===== config.mk =====
export PLATFORM = sky130hd
export DESIGN_NAME = vs_timer_irq_alias
export DESIGN_NICKNAME = d
export VERILOG_FILES = /design/src/rtl/vs_timer_irq_alias.sv
export SDC_FILE = /design/constraint.sdc
export NUM_CORES = 1
export LEC_CHECK = 0
export CAP_MARGIN = 20
export CORE_UTILIZATION = 25
export DETAILED_ROUTE_END_ITERATION = 8
export GPL_TIMING_DRIVEN = 0
export PLACE_DENSITY = 0.59
export SYNTH_ARGS = -nofsm -noshare
export SYNTH_HDL_FRONTEND = slang
export SYNTH_SLANG_ARGS = --single-unit

===== constraint.sdc =====
create_clock -name clk -period 1.3 [get_ports clk]
set_input_delay 0.39 -clock clk [delete_from_list [all_inputs] [get_ports clk]]
set_output_delay 0.39 -clock clk [all_outputs]
set_load 0.02 [all_outputs]

===== src/rtl/vs_timer_irq_alias.sv =====
module vs_timer_irq_alias (
  input  logic       clk,
  input  logic       rst_n,
  input  logic       virt_i,
  input  logic       vs_tmr_i,
  input  logic       csr_we_i,
  input  logic [2:0] csr_wsel_i,
  input  logic       csr_wbit_i,
  input  logic [2:0] csr_rsel_i,
  output logic       csr_rbit_o,
  output logic       hip_vstip_o,
  output logic       hie_vstie_o,
  output logic       deleg_o,
  output logic       sie_stie_o,
  output logic       trap_req_o,
  output logic       trap_vs_o
);
  localparam logic [2:0] SEL_HEN  = 3'd0;
  localparam logic [2:0] SEL_INJ  = 3'd1;
  localparam logic [2:0] SEL_DLG  = 3'd2;
  localparam logic [2:0] SEL_SEN  = 3'd3;
  localparam logic [2:0] SEL_GEN  = 3'd4;
  localparam logic [2:0] SEL_GPND = 3'd5;
  localparam logic [2:0] SEL_HPND = 3'd6;

  logic hen_q, inj_q, dlg_q, sen_q, hit_q;
  logic wr_guest_en, pend, hit;

  assign pend = inj_q | vs_tmr_i;
  assign hit  = pend & hen_q;

  assign wr_guest_en = csr_we_i &&
                       (csr_wsel_i == SEL_GEN || (csr_wsel_i == SEL_SEN && virt_i));

  always_ff @(posedge clk) begin
    if (!rst_n) begin
      hen_q      <= 1'b0;
      inj_q      <= 1'b0;
      dlg_q      <= 1'b0;
      sen_q      <= 1'b0;
      hit_q      <= 1'b0;
      trap_req_o <= 1'b0;
      trap_vs_o  <= 1'b0;
    end else begin
      if (csr_we_i && csr_wsel_i == SEL_HEN) hen_q <= csr_wbit_i;
      if (wr_guest_en && dlg_q)              hen_q <= csr_wbit_i;
      if (csr_we_i && csr_wsel_i == SEL_INJ) inj_q <= csr_wbit_i;
      if (csr_we_i && csr_wsel_i == SEL_DLG) dlg_q <= csr_wbit_i;
      if (csr_we_i && csr_wsel_i == SEL_SEN && !virt_i) sen_q <= csr_wbit_i;
      hit_q      <= hit;
      trap_req_o <= hit & ~hit_q;
      trap_vs_o  <= dlg_q;
    end
  end

  always_comb begin
    unique case (csr_rsel_i)
      SEL_HEN:  csr_rbit_o = hen_q;
      SEL_INJ:  csr_rbit_o = inj_q;
      SEL_DLG:  csr_rbit_o = dlg_q;
      SEL_SEN:  csr_rbit_o = virt_i ? (dlg_q & hen_q) : sen_q;
      SEL_GEN:  csr_rbit_o = dlg_q & hen_q;
      SEL_GPND: csr_rbit_o = dlg_q & pend;
      SEL_HPND: csr_rbit_o = pend;
      default:  csr_rbit_o = 1'b0;
    endcase
  end

  assign hip_vstip_o = pend;
  assign hie_vstie_o = hen_q;
  assign deleg_o     = dlg_q;
  assign sie_stie_o  = sen_q;


  guest_wr_blocked_chk: assert property (@(posedge clk) disable iff (!rst_n)
    (csr_we_i && csr_wsel_i == SEL_GEN && !deleg_o) |=> $stable(hie_vstie_o));


  deleg_keeps_en_chk: assert property (@(posedge clk) disable iff (!rst_n)
    (csr_we_i && csr_wsel_i == SEL_DLG) |=> $stable(hie_vstie_o));


  ro_pend_chk: assert property (@(posedge clk) disable iff (!rst_n)
    (csr_we_i && (csr_wsel_i == SEL_GPND || csr_wsel_i == SEL_HPND) && !vs_tmr_i)
      |=> (hip_vstip_o == $past(hip_vstip_o)) || vs_tmr_i);


  trap_pulse_chk: assert property (@(posedge clk) disable iff (!rst_n)
    trap_req_o |=> !trap_req_o);


  trap_cause_chk: assert property (@(posedge clk) disable iff (!rst_n)
    $rose(trap_req_o) |-> $past(hip_vstip_o && hie_vstie_o));


  trap_target_chk: assert property (@(posedge clk) disable iff (!rst_n)
    trap_req_o |-> trap_vs_o == $past(deleg_o));
endmodule


==> results of run 1 <==
-- worst min-delay path by stage --
stage	start	end	slack, ps	depth (start not counted)
2_1_floorplan	hit_q	trap_req_o	380	1
3_3_place_gp	hit_q	trap_req_o	380	1
3_5_place_dp	hit_q	trap_req_o	390	1
4_1_cts	hit_q	trap_req_o	390	1
5_1_grt	hit_q	trap_req_o	400	1
6_report	hit_q	trap_req_o	390	1
-- synthesized netlist by cell type (2+ instances only) --
library cell	n	area [µm²]
nor2_1	2	7.510
nor2b_1	3	18.77
dfxtp_1	7	140.1
nand3_1	2	10.01
mux2i_1	3	30.03
nand2b_1	2	12.51
inv_1	2	7.510
nand4b_1	2	17.52
nand2_1	3	11.26
nor2b_4	2	27.53
a21oi_1	3	15.01
-- cell families after synthesis --
kind of cell / count (synthesis)
multiplexers: 3
flip-flops: 7
buffers and inverters: 2
AND/OR/NAND/NOR: 25
AO/OA/AOI/OAI: 7
-- flip-flops by register name, indices dropped and copies added, names as in the netlist --
name and cells:
inj_q 1, hit_q 1, trap_vs_o 1, deleg_o 1
hie_vstie_o 1, trap_req_o 1, sie_stie_o 1
-- area by class of cell --
type	count	area, µm²	area share (%)
Clock buffer	4	26.28	3.918
Tap cell	15	18.77	2.799
Sequential cell	7	141.4	21.08
Multi-Input combinational cell	35	270.3	40.30
Inverter	2	7.507	1.119
Timing Repair Buffer	21	206.4	30.78
-- critical path: cells and delay by family --
kind,cells,cell delay [ps]
compound gates,2,190
simple gates,2,400
buf+inv,2,220
-- where the power goes --
group          switching [µW]  total (µW)  leakage [µW]  internal [µW]
Sequential               2.56         221     0.0000570            219
Clock                    75.2         192     0.0000150            117
Combinational            55.2         134      0.000248           78.7
Total                     133         547      0.000320            414
-- stage by stage --
step | power [µW] | setup WS, ps | utilization [%]
final | 547.1 | -287.0 | 48.51
after global routing | 588.0 | -330.8 | 48.51
after CTS | 555.8 | -287.0 | 48.33
after detailed placement | 340.5 | -1223 | 43.26
after global placement | 340.7 | -1215 | 43.26
after floorplan | 274.4 | -94.40 | -
-- per-layer routing --
layer  vias up  share of wire (%)
li1        208                  -
met1       187                 45
met2        17                 47
met3         2                7.0
met4         0               0.64
met5         -                  0
-- repair_timing --
action                                  in CTS  in global routing
pin swaps                                    5                  2
endpoints found under the setup margin       8                  7
setup buffers                                3                  0
gates resized for setup                     55                  8
cloned                                       0                  0
==> results.cfg, run 1 <==
[critical_path]
ff2ff_path_depth = 4
end_kind = output pin
timing.rr.start = deleg_o
path_class = primary input to output pin
cp-endpoint = csr_rbit_o
cp-start-kind = primary input
crit_arrival_ps = 1200
slowest_delay_ps = 210
r2r_slack_ps = 310
rr_endpoint = hie_vstie_o
cpMaxStageDelayCell = or2_0
critPathMaxFanout = 4
worstPathRequired_ps = 910
crit_path_start = csr_rsel_i[1]
worstPathCellList = buf_8 -> or2_0 -> a21oi_1 -> a21oi_1 -> and3_4 -> buf_6
crit_top_cell = a21oi_1

[sta]
worst_pin_slew_ps = 222.2
rsz0062_at_grt = yes
slew_headroom_pct = 85.25
finalWorstPathRequiredPeriod_ps = 1587
fmax_mhz = 630.1
fin_skew_ps = 1.889
setup_slack_ps = -287.0
fin_crit_sh_pct = 122.1
setup_viol = 2
finalHoldViolCount = 0
maxSlewViolCount = 0
tns_ps = -302.3
hold_ws_ps = 386.1

[floorplan]
core_um2 = 1383
die_w_um = 41.71
ios = 19
die_h_um = 41.71
dieArea_um2 = 1739
initial_core_util_pct = 28.51
rows = 13

[yosys]
yosys.area_share.simple_pct = 44.44
synth_area_um2 = 394.1
yosysWarnings = 0
synth_top_family_by_area = simple AND/OR/NAND/NOR gates
synthAdderAreaFrac_pct = 0
synth.avg_cell_area_um2 = 8.957
async_flop_share_pct = 0
synth_flop_cell = dfxtp_1
synth-compound-area-share_pct = 10.48
synth_edf_count = 0
synth-seq-cells = 7
ys_seq_area_share_pct = 35.56
synth_mux_area_share_pct = 7.619
synth_nets = 56
synth.distinct_cells = 24
synthCells = 44
synth_xor_area_share_pct = 0

[layout]
area_growth_pct = 70.16
drive_gt1_share_pct = 37.68
nFillCells = 126
layout.nets = 82
final_common_cell = dfxtp_1
design_area_um2 = 670.6
finalNonFillerCells = 84
diodes = 0
layout_common_cells = dfxtp_1, buf_2

[grt]
antenna_found_initial = 0
grt_pass1_wl_mm = 1.621
grtUsageMet1_pct = 15.78
busiest_layer = met2
met3_usage_pct = 6.522
grtUsageMet2_pct = 16.88
grt_pass1_vias = 369
grt-ovfl-total = 0
grt_max_degree = 7
track_usage_pct = 12.35

[clock_network]
cts_max_path_buffers = 2
holdBufCountCts = 0
cts.sinks = 7
cts_tree = done
root_buffer = clkbuf_4
cts_buffers = 3
htree_levels = 1
clk_latency_ps = 250
clk_pin_slew_ps = 50

[place]
io_buffers = 18
place.detailed.hpwl_um = 660.5
place_inst = 77
routabilityCongestion = 0.7761
post_dp_cell_area_um2 = 598.1

[drt]
ant_nets = 0
drc = 0
routed_wl_um = 932
wl_per_cell_um = 11.10
viasPerCell = 4.929
first_pass_iters = 4
first_iter_violations = 12
vias = 414

[run_status]
violations = setup timing
outcome = finished, violations left

[pwr]
power.density_nw_per_um2 = 815.7
p_leak_uw = 0.0003195
vdd_drop_max_mv = 0.6350

[flow_run]
drv_cap = 0

[min_path]
hp-class = register to register
Note: power is estimated with default switching activity, not from simulation.
==> run 2: changes to the inputs <==
--- a/config.mk
+++ b/config.mk
@@ -5,11 +5,12 @@
 export SDC_FILE = /design/constraint.sdc
 export NUM_CORES = 1
 export LEC_CHECK = 0
+export ABC_AREA = 1
 export CAP_MARGIN = 20
 export CORE_UTILIZATION = 25
 export DETAILED_ROUTE_END_ITERATION = 8
 export GPL_TIMING_DRIVEN = 0
-export PLACE_DENSITY = 0.59
+export PLACE_DENSITY = 0.58
 export SYNTH_ARGS = -nofsm -noshare
 export SYNTH_HDL_FRONTEND = slang
 export SYNTH_SLANG_ARGS = --single-unit
==> results.cfg, run 2 <==
[yosys]
synth_edf_count = 0
synth_nets = 79
yosysMostFrequentCell = nand2_1
yosysWarnings = 0
synth-seq-cells = 7
synth.avg_cell_area_um2 = 6.163
synth_flop_cell = dfxtp_1
synth_area_um2 = 412.9
ys_seq_area_share_pct = 33.94
synthCells = 67
synthTopCellsByCount = nand2_1, inv_1, nor2_1, dfxtp_1
async_flop_share_pct = 0
synth_area_leaders = dfxtp_1, nand2_1, inv_1, nand4_1, nor2_1
synth_top_area_share_pct = 33.94
synth.distinct_cells = 15
post-synth-top-area-cell = dfxtp_1

[layout]
design_area_um2 = 669.4
final_common_cell = nand2_1
layout_common_cells = nand2_1, inv_1, nor2_1
drive_gt1_share_pct = 29.67
diodes = 0
layout.nets = 104
area_growth_pct = 62.12

[critical_path]
timing.rr.start = deleg_o
path_class = primary input to output pin
crit_path_start = csr_rsel_i[0]
crit_arrival_ps = 1170
cp-start-kind = primary input
critPathMaxFanout = 3
end_kind = output pin
worstPathRequired_ps = 910
ff2ff_path_depth = 7

[grt]
antenna_found_initial = 0
grt_pass1_wl_mm = 1.711
grt_pass1_vias = 437
grt-ovfl-total = 0
grt_max_degree = 8
track_usage_pct = 12.43

[sta]
fin_crit_sh_pct = 119.7
fmax_mhz = 642.6
maxSlewViolCount = 0
slew_headroom_pct = 85.46
tns_ps = -256.2
finalHoldViolCount = 0
setup_viol = 1
hold_ws_ps = 387.0
worst_pin_slew_ps = 217.4
finalWorstPathRequiredPeriod_ps = 1556
setup_slack_ps = -256.2
fin_skew_ps = 2.849
rsz0062_at_grt = yes

[min_path]
hp-class = register to register
min_path_cells = 1
min_from = hit_q

[floorplan]
ios = 19
dieArea_um2 = 1818
die_w_um = 42.64
initial_core_util_pct = 27.09
rows = 14
die_h_um = 42.64
core_um2 = 1524

[drt]
first_pass_iters = 4
viasPerCell = 4.570
vias = 489
first_iter_violations = 5
wl_per_cell_um = 9.121
routed_wl_um = 976
ant_nets = 0
drc = 0

[place]
post_dp_cell_area_um2 = 618.1
routabilityCongestion = 0.7299
dp_slack_ps = -1051
io_buffers = 18
place.detailed.hpwl_um = 750.7

[flow_run]
drv_cap = 0

[clock_network]
htree_levels = 1
root_buffer = clkbuf_4
cts_buffers = 3
cts_tree = done
clk_pin_slew_ps = 50
cts_max_path_buffers = 2
cts.sinks = 7
clk_latency_ps = 250

[run_status]
outcome = finished, violations left
violations = setup timing

[pwr]
p_leak_uw = 0.0003349
power.density_nw_per_um2 = 794.7
vdd_drop_max_mv = 0.5423
## run 2: cell count changes in the layout (fill, tap and decap cells not counted), sizes merged, moves of 2 or more
cell / before / now
nand3: 2 / 5
nand4: 0 / 5
inv: 2 / 14
nand4b: 2 / 0
clkdlybuf4s50: 2 / 4
nor2b: 6 / 0
mux2i: 3 / 0
buf: 12 / 7
clkdlybuf4s15: 1 / 5
nor2: 3 / 10
nand2b: 2 / 0
nand2: 3 / 15
## run 2: final timing paths
path / to / slack [ps]
setup / recovery: csr_rbit_o / -260
hold / removal: trap_req_o / 390
setup reg to reg: hie_vstie_o / 310
hold reg to reg: trap_req_o / 390
## run 2: layout make-up
cell class	instances	area [µm²]
Clock buffer	4	26.28
Fill cell	170	854.6
Inverter	14	52.55
Multi-Input combinational cell	46	236.5
Sequential cell	7	148.9
Tap cell	16	20.02
Timing Repair Buffer	20	185.2
## run 2: kinds of logic after synthesis
| kind of cell | count (synthesis) | share of synthesized area, % |
|---|---|---|
| flip-flops | 7 | 33.94 |
| AO/OA/AOI/OAI | 7 | 9.998 |
| AND/OR/NAND/NOR | 39 | 43.33 |
| buffers and inverters | 14 | 12.73 |
## run 2: metal layers
| metal | part of all wire (%) | wire length [µm] | global-route usage [%] |
|---|---|---|---|
| met5 | 0 | 0 | 0 |
| met4 | 0 | 0 | 1.875 |
| met3 | 7.0 | 68 | 6.466 |
| met2 | 45 | 437 | 20.00 |
| met1 | 48 | 470 | 14.92 |
## run 2: critical path, cell delays in order
cell and delay, ps:
clkdlybuf4s15_2 210, inv_2 70, nor2_2 40, nand4_1 70, nand2_1 50, nor2_1 110
nand2_1 80, buf_6 130
## run 2: per-stage QoR
step / utilization (%) / power (µW) / instances
floorplan: - / 275.0 / 67
global placement: 40.56 / 341.8 / 101
global route: 43.92 / 573.1 / 107
detailed placement: 40.56 / 341.7 / 101
finish: 43.92 / 532.0 / 107
CTS: 43.02 / 546.5 / 107
## run 2: timing repair
item / 4_1_cts / 5_1_grt
setup buffers: 2 / 0
pin swaps: 8 / 1
resized for setup: 43 / 9
hold buffers: 0 / 0
hold endpoints to repair: 0 / 0
endpoints found under the setup margin: 7 / 5
## run 2: power by group
part,leakage (µW),total [µW],switching (µW),internal [µW]
logic,0.000261,111,57.7,53.8
registers,0.0000587,224,6.15,218
clock network,0.0000150,196,79.1,117
total,0.000335,532,143,389
